[config.mk]
export PLATFORM = sky130hd
export DESIGN_NAME = lpt_walker
export DESIGN_NICKNAME = d
export VERILOG_FILES = /design/src/rtl/lpt_walker.sv
export SDC_FILE = /design/constraint.sdc
export NUM_CORES = 1
export LEC_CHECK = 0
export BUFFER_PORTS_ARGS = -buffer_cell sky130_fd_sc_hd__buf_2
export CAP_MARGIN = 20
export CELL_PAD_IN_SITES_DETAIL_PLACEMENT = 1
export CELL_PAD_IN_SITES_GLOBAL_PLACEMENT = 2
export CORE_ASPECT_RATIO = 1.4
export CORE_MARGIN = 2
export CORE_UTILIZATION = 27
export CTS_CLUSTER_DIAMETER = 150
export CTS_CLUSTER_SIZE = 30
export DETAILED_ROUTE_END_ITERATION = 8
export PLACE_DENSITY = 0.95
export REMOVE_ABC_BUFFERS = 1
export SYNTH_ARGS = -nofsm -noshare
export SYNTH_HDL_FRONTEND = slang
export SYNTH_SLANG_ARGS = --single-unit
[constraint.sdc]
create_clock -name clk -period 6.16 [get_ports clk]
set_input_delay 1.232 -clock clk [delete_from_list [all_inputs] [get_ports clk]]
set_output_delay 1.232 -clock clk [all_outputs]
set_load 0.005 [all_outputs]
[src/rtl/lpt_walker.sv]
module lpt_walker #(
  parameter int VA_W        = 48,
  parameter int REGION_W    = 3,
  parameter int PAGE_SHIFT  = 13,
  parameter int PA_W        = 40,
  parameter int PTE_W       = 64,
  parameter int LOG_W       = 6,
  parameter int PTE_SHIFT   = 3,
  parameter int PRESENT_BIT = 0
) (
  input  logic                       clk,
  input  logic                       rst_n,
  input  logic                       miss_valid,
  output logic                       miss_ready,
  input  logic [VA_W-1:0]            miss_va,
  input  logic [VA_W-REGION_W-1:0]   cfg_base,
  input  logic [LOG_W-1:0]           cfg_size_log2,
  output logic                       lk_req,
  output logic [VA_W-1:0]            lk_va,
  input  logic                       lk_rsp_valid,
  input  logic                       lk_hit,
  input  logic [PA_W-PAGE_SHIFT-1:0] lk_ppn,
  output logic                       rd_req,
  output logic [PA_W-1:0]            rd_addr,
  input  logic                       rd_valid,
  input  logic [PTE_W-1:0]           rd_data,
  output logic                       ins_valid,
  output logic [VA_W-1:0]            ins_va,
  output logic [PTE_W-1:0]           ins_pte,
  output logic                       flt_valid,
  output logic [VA_W-1:0]            flt_va,
  output logic [1:0]                 flt_cause
);

  localparam int OFF_W = VA_W - REGION_W;

  localparam logic [1:0] CAUSE_NESTED = 2'b01;
  localparam logic [1:0] CAUSE_ABSENT = 2'b10;

  typedef enum logic [1:0] {ST_IDLE, ST_LOOK, ST_READ} state_t;
  state_t state;

  logic [VA_W-1:0]  va_q;
  logic [OFF_W-1:0] size_mask, pte_off, pte_low;

  assign size_mask = (OFF_W'(1) << cfg_size_log2) - OFF_W'(1);
  assign pte_off   = OFF_W'({miss_va[OFF_W-1:PAGE_SHIFT], {PTE_SHIFT{1'b0}}}) & size_mask;
  assign pte_low   = cfg_base + pte_off;

  assign miss_ready = (state == ST_IDLE);
  assign lk_req     = (state == ST_LOOK);
  assign rd_req     = (state == ST_READ);
  assign ins_va     = va_q;
  assign flt_va     = va_q;

  always_ff @(posedge clk) begin
    if (!rst_n) begin
      state     <= ST_IDLE;
      va_q      <= '0;
      lk_va     <= '0;
      rd_addr   <= '0;
      ins_valid <= 1'b0;
      ins_pte   <= '0;
      flt_valid <= 1'b0;
      flt_cause <= '0;
    end else begin
      ins_valid <= 1'b0;
      flt_valid <= 1'b0;
      case (state)
        ST_IDLE: begin
          if (miss_valid) begin
            va_q  <= miss_va;
            lk_va <= {miss_va[VA_W-1:OFF_W], pte_low};
            state <= ST_LOOK;
          end
        end
        ST_LOOK: begin
          if (lk_rsp_valid) begin
            if (lk_hit) begin
              rd_addr <= {lk_ppn, lk_va[PAGE_SHIFT-1:0]};
              state   <= ST_READ;
            end else begin
              flt_valid <= 1'b1;
              flt_cause <= CAUSE_NESTED;
              state     <= ST_IDLE;
            end
          end
        end
        ST_READ: begin
          if (rd_valid) begin
            if (rd_data[PRESENT_BIT]) begin
              ins_valid <= 1'b1;
              ins_pte   <= rd_data;
            end else begin
              flt_valid <= 1'b1;
              flt_cause <= CAUSE_ABSENT;
            end
            state <= ST_IDLE;
          end
        end
        default: state <= ST_IDLE;
      endcase
    end
  end

endmodule

==> summary.txt, run 1 <==
first-pass GRT wire length -> 59.5 mm
Final ANT Viol Nets -> 0
Post-synth EDFFs -> 0
TritonCTS clock tree -> yes
DIE HEIGHT -> 229 um
vias -> 10,200
PD cells -> 238 mW/mm^2
# setup viols final -> 0
Avg Inst Size Synth -> 7.51 um^2
CTS Hold Buffers Added -> 0
grt total ovfl -> 0
vias in the first global route -> 10,300
worst relative slew slack -> 36.0%
Worst R2R Path Depth -> 6
DR pass1 iterations -> 4
CP Capture Type -> flop
post-synthesis register bit count -> 203
clk buf depth -> 3
CP Class -> input port to flop
vias per cell -> 4.89
clk slew on worst S/H paths -> 0.12 ns
Total GRT Usage -> 20.3%
core footprint -> 0.0357 mm^2
Critical Path Start -> cfg_size_log2[5]
filler instances -> 4,526
DR iter-0 viols -> 395
Max-cap violations -> 0
top_reg_cell synth -> dfxtp_1
outcome -> complete, no violations
final period utilization -> 72.1%
Hold Path Class -> flop to flop
total number of yosys warnings -> 0
Max FO, Critical Path -> 16
RSZ-0062 raised after global routing -> no
Worst Path Required -> 6.55 ns
Seq/Total Area, Yosys -> 41.6%
worst-skew pair later-pin latency -> 0.49 ns
Startpoint Class -> input port
Fin. Hold Viols -> 0
setup repair bufs after CTS -> 0
Final TNS setup -> 0 ns
Area Overhead vs Synth -> 25.4%
initial antenna violation count -> 10
Lkg Pwr -> 0.00568 uW
worst r2r src -> state[1]$_SDFFE_PN0P_
H-tree depth -> 1
Placement Rows -> 82
Final HPWL DP -> 31.6 mm
final hold slack -> 0.460 ns
commonest non-fill, non-tap cell in the layout -> buf_2
Final nets -> 1,863
# IOs -> 451
layout cells sized above 1 -> 29.7%
hold-critical path depth -> 2
Critical Path AT -> 4.83 ns
DRC Markers -> 0
routed wire length -> 40.2 mm
wire length per cell -> 19.2 um
most frequent cells in the layout -> 450 x buf_2, 383 x nand2_1, 239 x a21oi_1, 203 x dfxtp_1, 40 x o21ai_0
number of library cell types mapped by synthesis -> 58
Peak Freq -> 225 MHz
routability congestion estimate -> 0.911
post-CTS sizing -> 0
Die X -> 165 um
Peak VDD IR -> 0.000212 V
Slew Limit Fails -> 0
starting density of the core -> 27.3%
clock skew -> 0.0141 ns
CTS Buf Count -> 10
worst hold start -> ins_pte[3]$_SDFFE_PN0P_
asr flop ratio synth -> 0%
largest net degree at the start of global routing -> 115
Post-Syn Area -> 0.00976 mm^2
area of the multi-input gates -> 0.00495 mm^2
Final Critical Period -> 4.44 ns
sequential standard cell area -> 0.00406 mm^2
Sinks on Clock Net -> 203
die area -> 0.0377 mm^2
Worst-Margin Slew -> 0.960 ns
Port Buf Inserts -> 450
Root Buffer -> clkbuf_16
Gate Count Post-Synth -> 1,300
-- worst max-delay path, stage by stage --
cell,delay (ns)
buf_2,0.21
nor2_1,0.43
a21boi_0,0.17
ha_1,0.24
fa_1,0.45
a211oi_2,0.26
o21bai_2,0.15
nor3b_1,0.16
or3_1,0.37
a221o_1,0.45
nand3_1,0.19
and2_4,0.20
o21ai_1,0.08
a311oi_2,0.24
-- routing by layer --
layer / track usage [%] / vias up / share of wire [%]
met1: 21.3 / 4820 / 37
met2: 38.2 / 376 / 51
met3: 5.49 / 63 / 8.4
li1: - / 4964 / -
met5: 0 / - / 0.23
met4: 6.88 / 14 / 3.3
-- flip-flops by register name (all words and copies together) (netlist names) --
name,count
flt_cause,2
flt_va,46
flt_valid,1
ins_pte,64
ins_valid,1
lk_va,47
rd_addr,40
state,2
-- per-stage QoR --
step / util, % / area (um^2) / instances / setup slack [ns] / power [uW]
6_report: 34.3 / 12200 / 2094 / 1.72 / 2910
5_1_grt: 34.3 / 12200 / 2093 / 1.45 / 3080
4_1_cts: 34.3 / 12200 / 2093 / 1.74 / 2970
3_5_place_dp: 33.5 / 12000 / 2081 / 1.22 / 2170
3_3_place_gp: 33.5 / 12000 / 2081 / 1.33 / 2160
2_1_floorplan: - / 9060 / 1164 / 1.10 / 1830
-- cell usage after synthesis, drive strengths merged (9+ instances only) --
library cell / count / area [um^2]
nor3: 9 / 50.1
xnor2: 23 / 201
dfxtp: 203 / 4060
and2: 10 / 65.1
ha: 35 / 438
and3: 9 / 56.3
a21o: 18 / 135
nor2b: 9 / 56.3
nor2: 36 / 135
xor2: 9 / 78.8
buf: 58 / 412
nand2: 384 / 1440
nand3: 23 / 115
inv: 18 / 67.6
o21ai: 42 / 210
a21boi: 14 / 105
clkbuf: 78 / 293
nand4: 9 / 56.3
a21oi: 240 / 1200
-- logic make-up (layout without fill, tap and decap cells) --
| group | Yosys count | after routing | share of synthesized area [%] |
|---|---|---|---|
| AOI/OAI and AO/OA | 366 | 366 | 21.2 |
| xor gates and xnor gates | 32 | 32 | 2.87 |
| other | 0 | 1 | 0 |
| muxes | 3 | 3 | 0.308 |
| buffers and inverters | 155 | 486 | 7.95 |
| adders and majority gates | 36 | 36 | 4.69 |
| and+or+nand+nor | 505 | 505 | 21.4 |
| DFF | 203 | 203 | 41.6 |
-- final cells by class --
| class | instances | area share, % |
|---|---|---|
| sequential | 203 | 33.2 |
| inverter | 19 | 0.624 |
| tap | 462 | 4.72 |
| antenna | 1 | 0.0204 |
| clock buffer | 11 | 2.25 |
| clock inverter | 1 | 0.0716 |
| timing repair buffer | 455 | 18.7 |
| multi-input combinational | 942 | 40.4 |
-- path summary, 6_finish.rpt --
kind	endpoint	slack, ns
hold reg to reg	ins_pte[3]$_SDFFE_PN0P_	0.46
setup reg to reg	lk_va[15]$_SDFFE_PN0P_	3.43
setup / recovery	lk_va[37]$_SDFFE_PN0P_	1.72
hold / removal	ins_pte[3]$_SDFFE_PN0P_	0.46
-- power by group --
group / internal, uW / total [uW] / switching [uW] / leakage [uW]
clock network: 327 / 775 / 448 / 0.000140
logic: 273 / 693 / 420 / 0.00388
registers: 1390 / 1440 / 52.2 / 0.00165
total: 1990 / 2910 / 920 / 0.00568
(Power assumes the default switching activity.)
==> run 2: changes to the inputs <==
ABC_AREA = 1   (was not set)
CORE_UTILIZATION = 25   (was 27)
PLACE_DENSITY = 0.89   (was 0.95)
clock period = 4.61 ns   (was 6.16 ns; I/O delays follow)
==> run 2 against run 1 <==
  * Sequential power rose by 40%
  * Critical endpoint is now lk_va[27]$_SDFFE_PN0P_
  * Critical path depth rose by 5
  * Highest routed layer unchanged
  * Hold slack got worse by 0.0078 ns
==> summary.txt, run 2 <==
CP Capture Type -> flop
register-to-register setup slack -> 2.41 ns (-1.02 ns)
commonest non-fill, non-tap cell in the layout -> buf_2
Worst Path Required -> 5.01 ns (-1.54 ns)
Crit path max-delay family -> simple AND/OR/NAND/NOR gates
Fin. Hold Viols -> 0 (unchanged)
Port Buf Inserts -> 450 (unchanged)
Total GRT Usage -> 19.0% (-1.3 points)
Root Buffer -> clkbuf_16
slowest CP cell -> ha_1
Post-synth EDFFs -> 0 (unchanged)
routed wire length -> 47.2 mm (+17%)
vias in the first global route -> 11,800 (+14%)
PD cells -> 310 mW/mm^2 (+30%)
Post-Syn Area -> 0.0112 mm^2 (+15%)
worst relative slew slack -> 42.7% (+6.7 points)
post-synthesis register bit count -> 203 (unchanged)
Compound-Gate Fraction of Synth Area -> 15.3% (-5.9 points)
Worst-Margin Slew -> 0.860 ns (-0.101 ns)
Slew Limit Fails -> 0 (unchanged)
post-CTS sizing -> 0 (unchanged)
routability congestion estimate -> 0.891 (-2.2%)
post-synthesis mux area share -> 0% (-0.31 points)
grt total ovfl -> 0 (unchanged)
die area -> 0.0466 mm^2 (+24%)
worst flop-to-flop path endpoint -> ins_pte[45]$_SDFFE_PN0P_
layout cells sized above 1 -> 25.7% (-3.9 points)
largest net degree at the start of global routing -> 104 (-9.6%)
clock skew -> 0.0129 ns (-0.00128 ns)
Final TNS setup -> 0 ns (unchanged)
# IOs -> 451 (unchanged)
first-pass GRT wire length -> 68.3 mm (+15%)
area leader, netlist -> dfxtp_1
CP max stage delay -> 0.37 ns (-0.08 ns)
Peak VDD IR -> 0.000188 V (-12%)
wire length per cell -> 18.0 um (-6.4%)
vias -> 12,000 (+17%)
setup repair bufs after CTS -> 0 (unchanged)
core footprint -> 0.0442 mm^2 (+24%)
clk buf depth -> 3 (unchanged)
vias per cell -> 4.55 (-6.9%)
Peak Freq -> 277 MHz
Die X -> 183 um (+11%)
starting density of the core -> 25.4% (-1.9 points)
Hold EP -> ins_pte[2]$_SDFFE_PN0P_
hold-critical path depth -> 2 (unchanged)
number of library cell types mapped by synthesis -> 46 (-21%)
clk slew on worst S/H paths -> 0.13 ns (about the same)
RSZ-0062 raised after global routing -> no
max reg flops -> 64 (unchanged)
Hold Path Class -> flop to flop
Max-cap violations -> 0 (unchanged)
CTS Buf Count -> 10 (unchanged)
Core Util, Final -> 31.5% (-2.8 points)
Seq/Total Area, Yosys -> 36.2% (-5.4 points)
Startpoint Class -> input port
Post-Synth Simple-Gate Area -> 27.7% (+6.3 points)
Final nets -> 2,291 (+23%)
cell chain of the critical path -> buf_2 -> inv_2 -> nand3_2 -> inv_2 -> o31ai_4 -> nand2_2 -> nor2_2 -> nand2_1 -> nor2_1 -> ha_1 -> nand2_1 -> inv_1 -> a21oi_1 -> nand2_2 -> nand2_1 -> nand3_2 -> xor2_1 -> o21ai_0 -> inv_1
H-tree depth -> 1 (unchanged)
worst hold start -> ins_pte[2]$_SDFFE_PN0P_
Sinks on Clock Net -> 203 (unchanged)
Max FO, Critical Path -> 11 (-5)
initial antenna violation count -> 9 (-1)
Area contributors post-synth -> dfxtp_1 36%, nand2_1 11%, inv_1 8.4%, nor2_1 8.3%, a21oi_1 7.0%
XOR/XNOR Fraction of Synth Area -> 1.79% (-1.1 points)
DR iter-0 viols -> 462 (+17%)
crit-path most repeated cell -> nand2_1
Critical Path AT -> 4.02 ns (-0.81 ns)
Final HPWL DP -> 38.8 mm (+23%)
total number of yosys warnings -> 0 (unchanged)
Area Overhead vs Synth -> 24.0%
DRC Markers -> 0 (unchanged)
final period utilization -> 78.4%
DIE HEIGHT -> 255 um (+11%)
worst-skew pair later-pin latency -> 0.49 ns (about the same)
CP Class -> input port to flop
Final Critical Period -> 3.61 ns
Post-Synth Adder-Cell Area -> 4.08% (-0.61 points)
Worst R2R Path Depth -> 6 (unchanged)
Lkg Pwr -> 0.00731 uW (+29%)
CTS Hold Buffers Added -> 0 (unchanged)
main combinational cell family by area after synthesis -> simple AND/OR/NAND/NOR gates
outcome -> complete, no violations
# setup viols final -> 0 (unchanged)
Reg with most FFs -> ins_pte
most frequent cell after synthesis -> nand2_1
post-synth top area share -> 36.2% (-5.4 points)
Gate Count Post-Synth -> 1,710 (+32%)
Avg Inst Size Synth -> 6.57 um^2 (-13%)
DR pass1 iterations -> 4 (unchanged)
Post-synth top cells -> 318 x nand2_1, 252 x inv_1, 247 x nor2_1, 203 x dfxtp_1, 156 x a21oi_1
asr flop ratio synth -> 0% (unchanged)
Final ANT Viol Nets -> 0 (unchanged)
TritonCTS clock tree -> yes
worst r2r src -> state[0]$_SDFFE_PN0P_
Placement Rows -> 91 (+11%)
top_reg_cell synth -> dfxtp_1
CP bufs+invs -> 5 (+4)
most frequent cells in the layout -> 449 x buf_2, 317 x nand2_1, 252 x inv_1, 247 x nor2_1, 203 x dfxtp_1
## run 2: changes by cell type after synthesis, moves of 10 or more
cell      previous run  this run
o21ai_0             40       153
xnor2_1             23         3
nand3_1             23       100
a21oi_1            239       156
xor2_1               9        20
nand2_1            384       318
nand3_2              0        10
nor2_1              36       247
clkbuf_1            78        60
nor2_2               0        11
a21boi_0            14         0
a21o_1              18         2
inv_1               17       252
## run 2: power breakdown
part | internal, uW | switching, uW | total [uW] | leakage [uW]
logic | 462 | 792 | 1250 | 0.00552
registers | 1900 | 106 | 2010 | 0.00166
clock network | 438 | 620 | 1060 | 0.000140
## run 2: logic make-up after synthesis
logic type / after synthesis
AOI/OAI and AO/OA: 329
and+or+nand+nor: 727
DFF: 203
buffers and inverters: 392
xor gates and xnor gates: 23
adders and majority gates: 36
## run 2: cell type report
class                           count  area [um^2]
Clock buffer                       11          275
Sequential cell                   203         4060
Clock inverter                      1         8.76
Fill cell                        5757        30300
Multi-Input combinational cell   1115         5500
Timing Repair Buffer              461         2350
Antenna cell                        8         20.0
Inverter                          268         1010
Tap cell                          558          698
## run 2: metrics by stage
stage	power, uW	std cells	hold slack (ns)	area [um^2]	setup WS, ns
after floorplan	2680	1586	0.440	10600	0.907
after detailed placement	3320	2605	0.435	13600	0.473
after CTS	4410	2617	0.454	13900	1.01
final	4320	2625	0.452	13900	0.997
after global placement	3290	2604	0.429	13600	0.530
after global routing	4600	2619	0.469	13900	0.721
## run 2: worst max-delay path by stage
stage	endpoint	slack (ns)	from	cells past startpoint
after floorplan	ins_pte[10]$_SDFFE_PN0P_	0.91	rd_valid	3
after global placement	lk_va[27]$_SDFFE_PN0P_	0.53	cfg_size_log2[3]	19
after detailed placement	lk_va[27]$_SDFFE_PN0P_	0.47	cfg_size_log2[3]	19
after CTS	lk_va[27]$_SDFFE_PN0P_	1.01	cfg_size_log2[3]	19
after global routing	lk_va[38]$_SDFFE_PN0P_	0.72	cfg_size_log2[3]	24
final	lk_va[27]$_SDFFE_PN0P_	1.0	cfg_size_log2[3]	19
## run 2: metal layers
layer | track usage (%) | routed length, um | vias to the layer above
li1 | - | - | 6000
met4 | 6.72 | 1500 | 6
met2 | 36.1 | 24500 | 336
met1 | 20.6 | 18400 | 5547
met5 | 0 | 39 | -
met3 | 3.93 | 2710 | 61
## run 2: worst reg2reg max path, delay by kind of cell (launching register included)
kind	cells	cell delay (ns)
fa+ha+maj	1	0.27
compound gates	2	0.45
simple gates	1	0.24
buf+inv	2	0.80
flops	1	0.37
==> run 3: changes to the inputs <==
clock period = 3.56 ns   (was 4.61 ns; I/O delays follow)
==> run 3 against run 2 <==
  * Via count grew 1.7%
  * Non-clock buffer count grew 52
  * First-iteration DRC count shrank 5.6%
  * Hold slack lost 0.0036 ns
  * Sequential share of layout area shrank 0.92 points
  * Sequential power grew 29%
  * Total power grew 33%
  * Flip-flop and latch count is the same
  * Clock skew grew 0.0068 ns
  * Highest routed layer unchanged
==> summary.txt, run 3 (synthesis results as in run 2) <==
die area -> 0.0466 mm^2 (unchanged)
TritonCTS clock tree -> yes
wire length per cell -> 18.1 um (+0.51%)
DIE HEIGHT -> 255 um (unchanged)
Critical Path AT -> 3.56 ns (-0.46 ns)
layout cells sized above 1 -> 27.7% (+1.9 points)
DR pass1 iterations -> 4 (unchanged)
Worst-Margin Slew -> 0.653 ns (-0.206 ns)
Port Buf Inserts -> 450 (unchanged)
clock skew -> 0.0197 ns (+0.00685 ns)
Final Instance Count excl. Fillers -> 2,675 (+1.9%)
worst relative slew slack -> 56.4% (+14 points)
placed cell areas -> 0.0140 mm^2 (+3.1%)
commonest non-fill, non-tap cell in the layout -> buf_2
Peak VDD IR -> 0.000342 V (+82%)
Startpoint Class -> input port
Final nets -> 2,343 (+2.3%)
routability congestion estimate -> 0.898 (+0.83%)
final period utilization -> 88.2%
Fin. Hold Viols -> 0 (unchanged)
RSZ-0062 raised after global routing -> no
Placement Rows -> 91 (unchanged)
# setup viols final -> 0 (unchanged)
CP Capture Type -> flop
DR iter-0 viols -> 436 (-5.6%)
outcome -> complete, no violations
Post-Place Cells -> 2,657 (+2.0%)
Total GRT Usage -> 19.6% (+0.62 points)
clk slew on worst S/H paths -> 0.13 ns (about the same)
vias per cell -> 4.54 (-0.19%)
final hold slack -> 0.449 ns (-0.00362 ns)
Die X -> 183 um (unchanged)
CTS Hold Buffers Added -> 0 (unchanged)
vias in the first global route -> 12,200 (+3.3%)
Root Buffer -> clkbuf_16
Worst Path Required -> 3.98 ns (-1.03 ns)
Final ANT Viol Nets -> 0 (unchanged)
largest net degree at the start of global routing -> 98 (-5.8%)
Hold Path Class -> flop to flop
CTS Buf Count -> 10 (unchanged)
worst-skew pair later-pin latency -> 0.50 ns (about the same)
# IOs -> 451 (unchanged)
Lkg Pwr -> 0.00759 uW (+3.8%)
Final HPWL DP -> 39.7 mm (+2.4%)
first-pass GRT wire length -> 70.8 mm (+3.7%)
clk buf depth -> 3 (unchanged)
Sinks on Clock Net -> 203 (unchanged)
Slew Limit Fails -> 0 (unchanged)
DRC Markers -> 0 (unchanged)
most frequent cells in the layout -> 449 x buf_2, 317 x nand2_1, 252 x inv_1, 247 x nor2_1, 203 x dfxtp_1
vias -> 12,200 (+1.7%)
max reg flops -> 64 (unchanged)
PD cells -> 400 mW/mm^2 (+29%)
grt total ovfl -> 0 (unchanged)
Area Overhead vs Synth -> 28.1%
Max FO, Critical Path -> 7 (-4)
Final Critical Period -> 3.14 ns
routed wire length -> 48.3 mm (+2.4%)
post-CTS sizing -> 0 (unchanged)
initial antenna violation count -> 8 (-1)
core footprint -> 0.0442 mm^2 (unchanged)
setup repair bufs after CTS -> 0 (unchanged)
Max-cap violations -> 0 (unchanged)
Final Instance Area -> 0.0144 mm^2 (+3.3%)
Reg with most FFs -> ins_pte
CP Class -> input port to flop
Peak Freq -> 319 MHz
H-tree depth -> 1 (unchanged)
starting density of the core -> 25.4% (unchanged)
Core Util, Final -> 32.5% (+1.0 points)
-- run 3: cell count changes in the layout (fill, tap and decap cells not counted), sizes merged --
cell    delta
buf       +52
bufinv     +1
clkinv     +1
diode      -3
inv        -1
-- run 3: cell type report --
cell class                      instances  area (um^2)
Fill cell                            5775        29800
Clock inverter                          2         35.0
Antenna cell                            5         12.5
Timing Repair Buffer                  513         2780
Tap cell                              558          698
Inverter                              268         1010
Sequential cell                       203         4060
Multi-Input combinational cell       1115         5510
Clock buffer                           11          275
-- run 3: path summary, 6_finish.rpt --
kind | depth (start not counted) | endpoint | slack, ns | from
setup / recovery | 22 | lk_va[41]$_SDFFE_PN0P_ | 0.42 | cfg_size_log2[0]
hold / removal | 2 | ins_pte[48]$_SDFFE_PN0P_ | 0.45 | ins_pte[48]$_SDFFE_PN0P_
setup reg to reg | 9 | lk_va[24]$_SDFFE_PN0P_ | 1.59 | state[1]$_SDFFE_PN0P_
hold reg to reg | 2 | ins_pte[48]$_SDFFE_PN0P_ | 0.45 | ins_pte[48]$_SDFFE_PN0P_
-- run 3: stage by stage --
stage	power, uW	TNS, ns	setup WS (ns)
3_3_place_gp	4350	-0.814	-0.118
5_1_grt	6120	0	0.0735
2_1_floorplan	3470	0	0.0670
6_report	5750	0	0.421
3_5_place_dp	4390	-2.33	-0.192
4_1_cts	5870	0	0.351
-- run 3: layer usage --
layer / vias up / wire (um) / global-route usage (%)
met5: - / 12 / 0
met3: 54 / 2490 / 3.30
met2: 343 / 26000 / 39.0
met4: 2 / 1150 / 5.21
met1: 5646 / 18700 / 21.0
li1: 6110 / - / -
-- run 3: critical path: stages --
cell      delay [ns]
buf_2           0.17
inv_2           0.07
nor3_1          0.33
buf_4           0.18
o211ai_1        0.09
nand2_2         0.15
nor2_1          0.05
o21ai_0         0.12
nor2_1          0.14
ha_1            0.37
nand2_1         0.12
nand3_1         0.19
nand2_1         0.11
nand2_1         0.10
nand2_1         0.10
nand3_2         0.13
nand2_1         0.12
nand2_1         0.06
nand2_1         0.05
nand3_1         0.06
nand2_1         0.08
inv_1           0.03
-- run 3: where the power goes --
group	switching [uW]	internal, uW	total [uW]
combinational	1050	665	1710
sequential	138	2460	2600
clock	801	636	1440
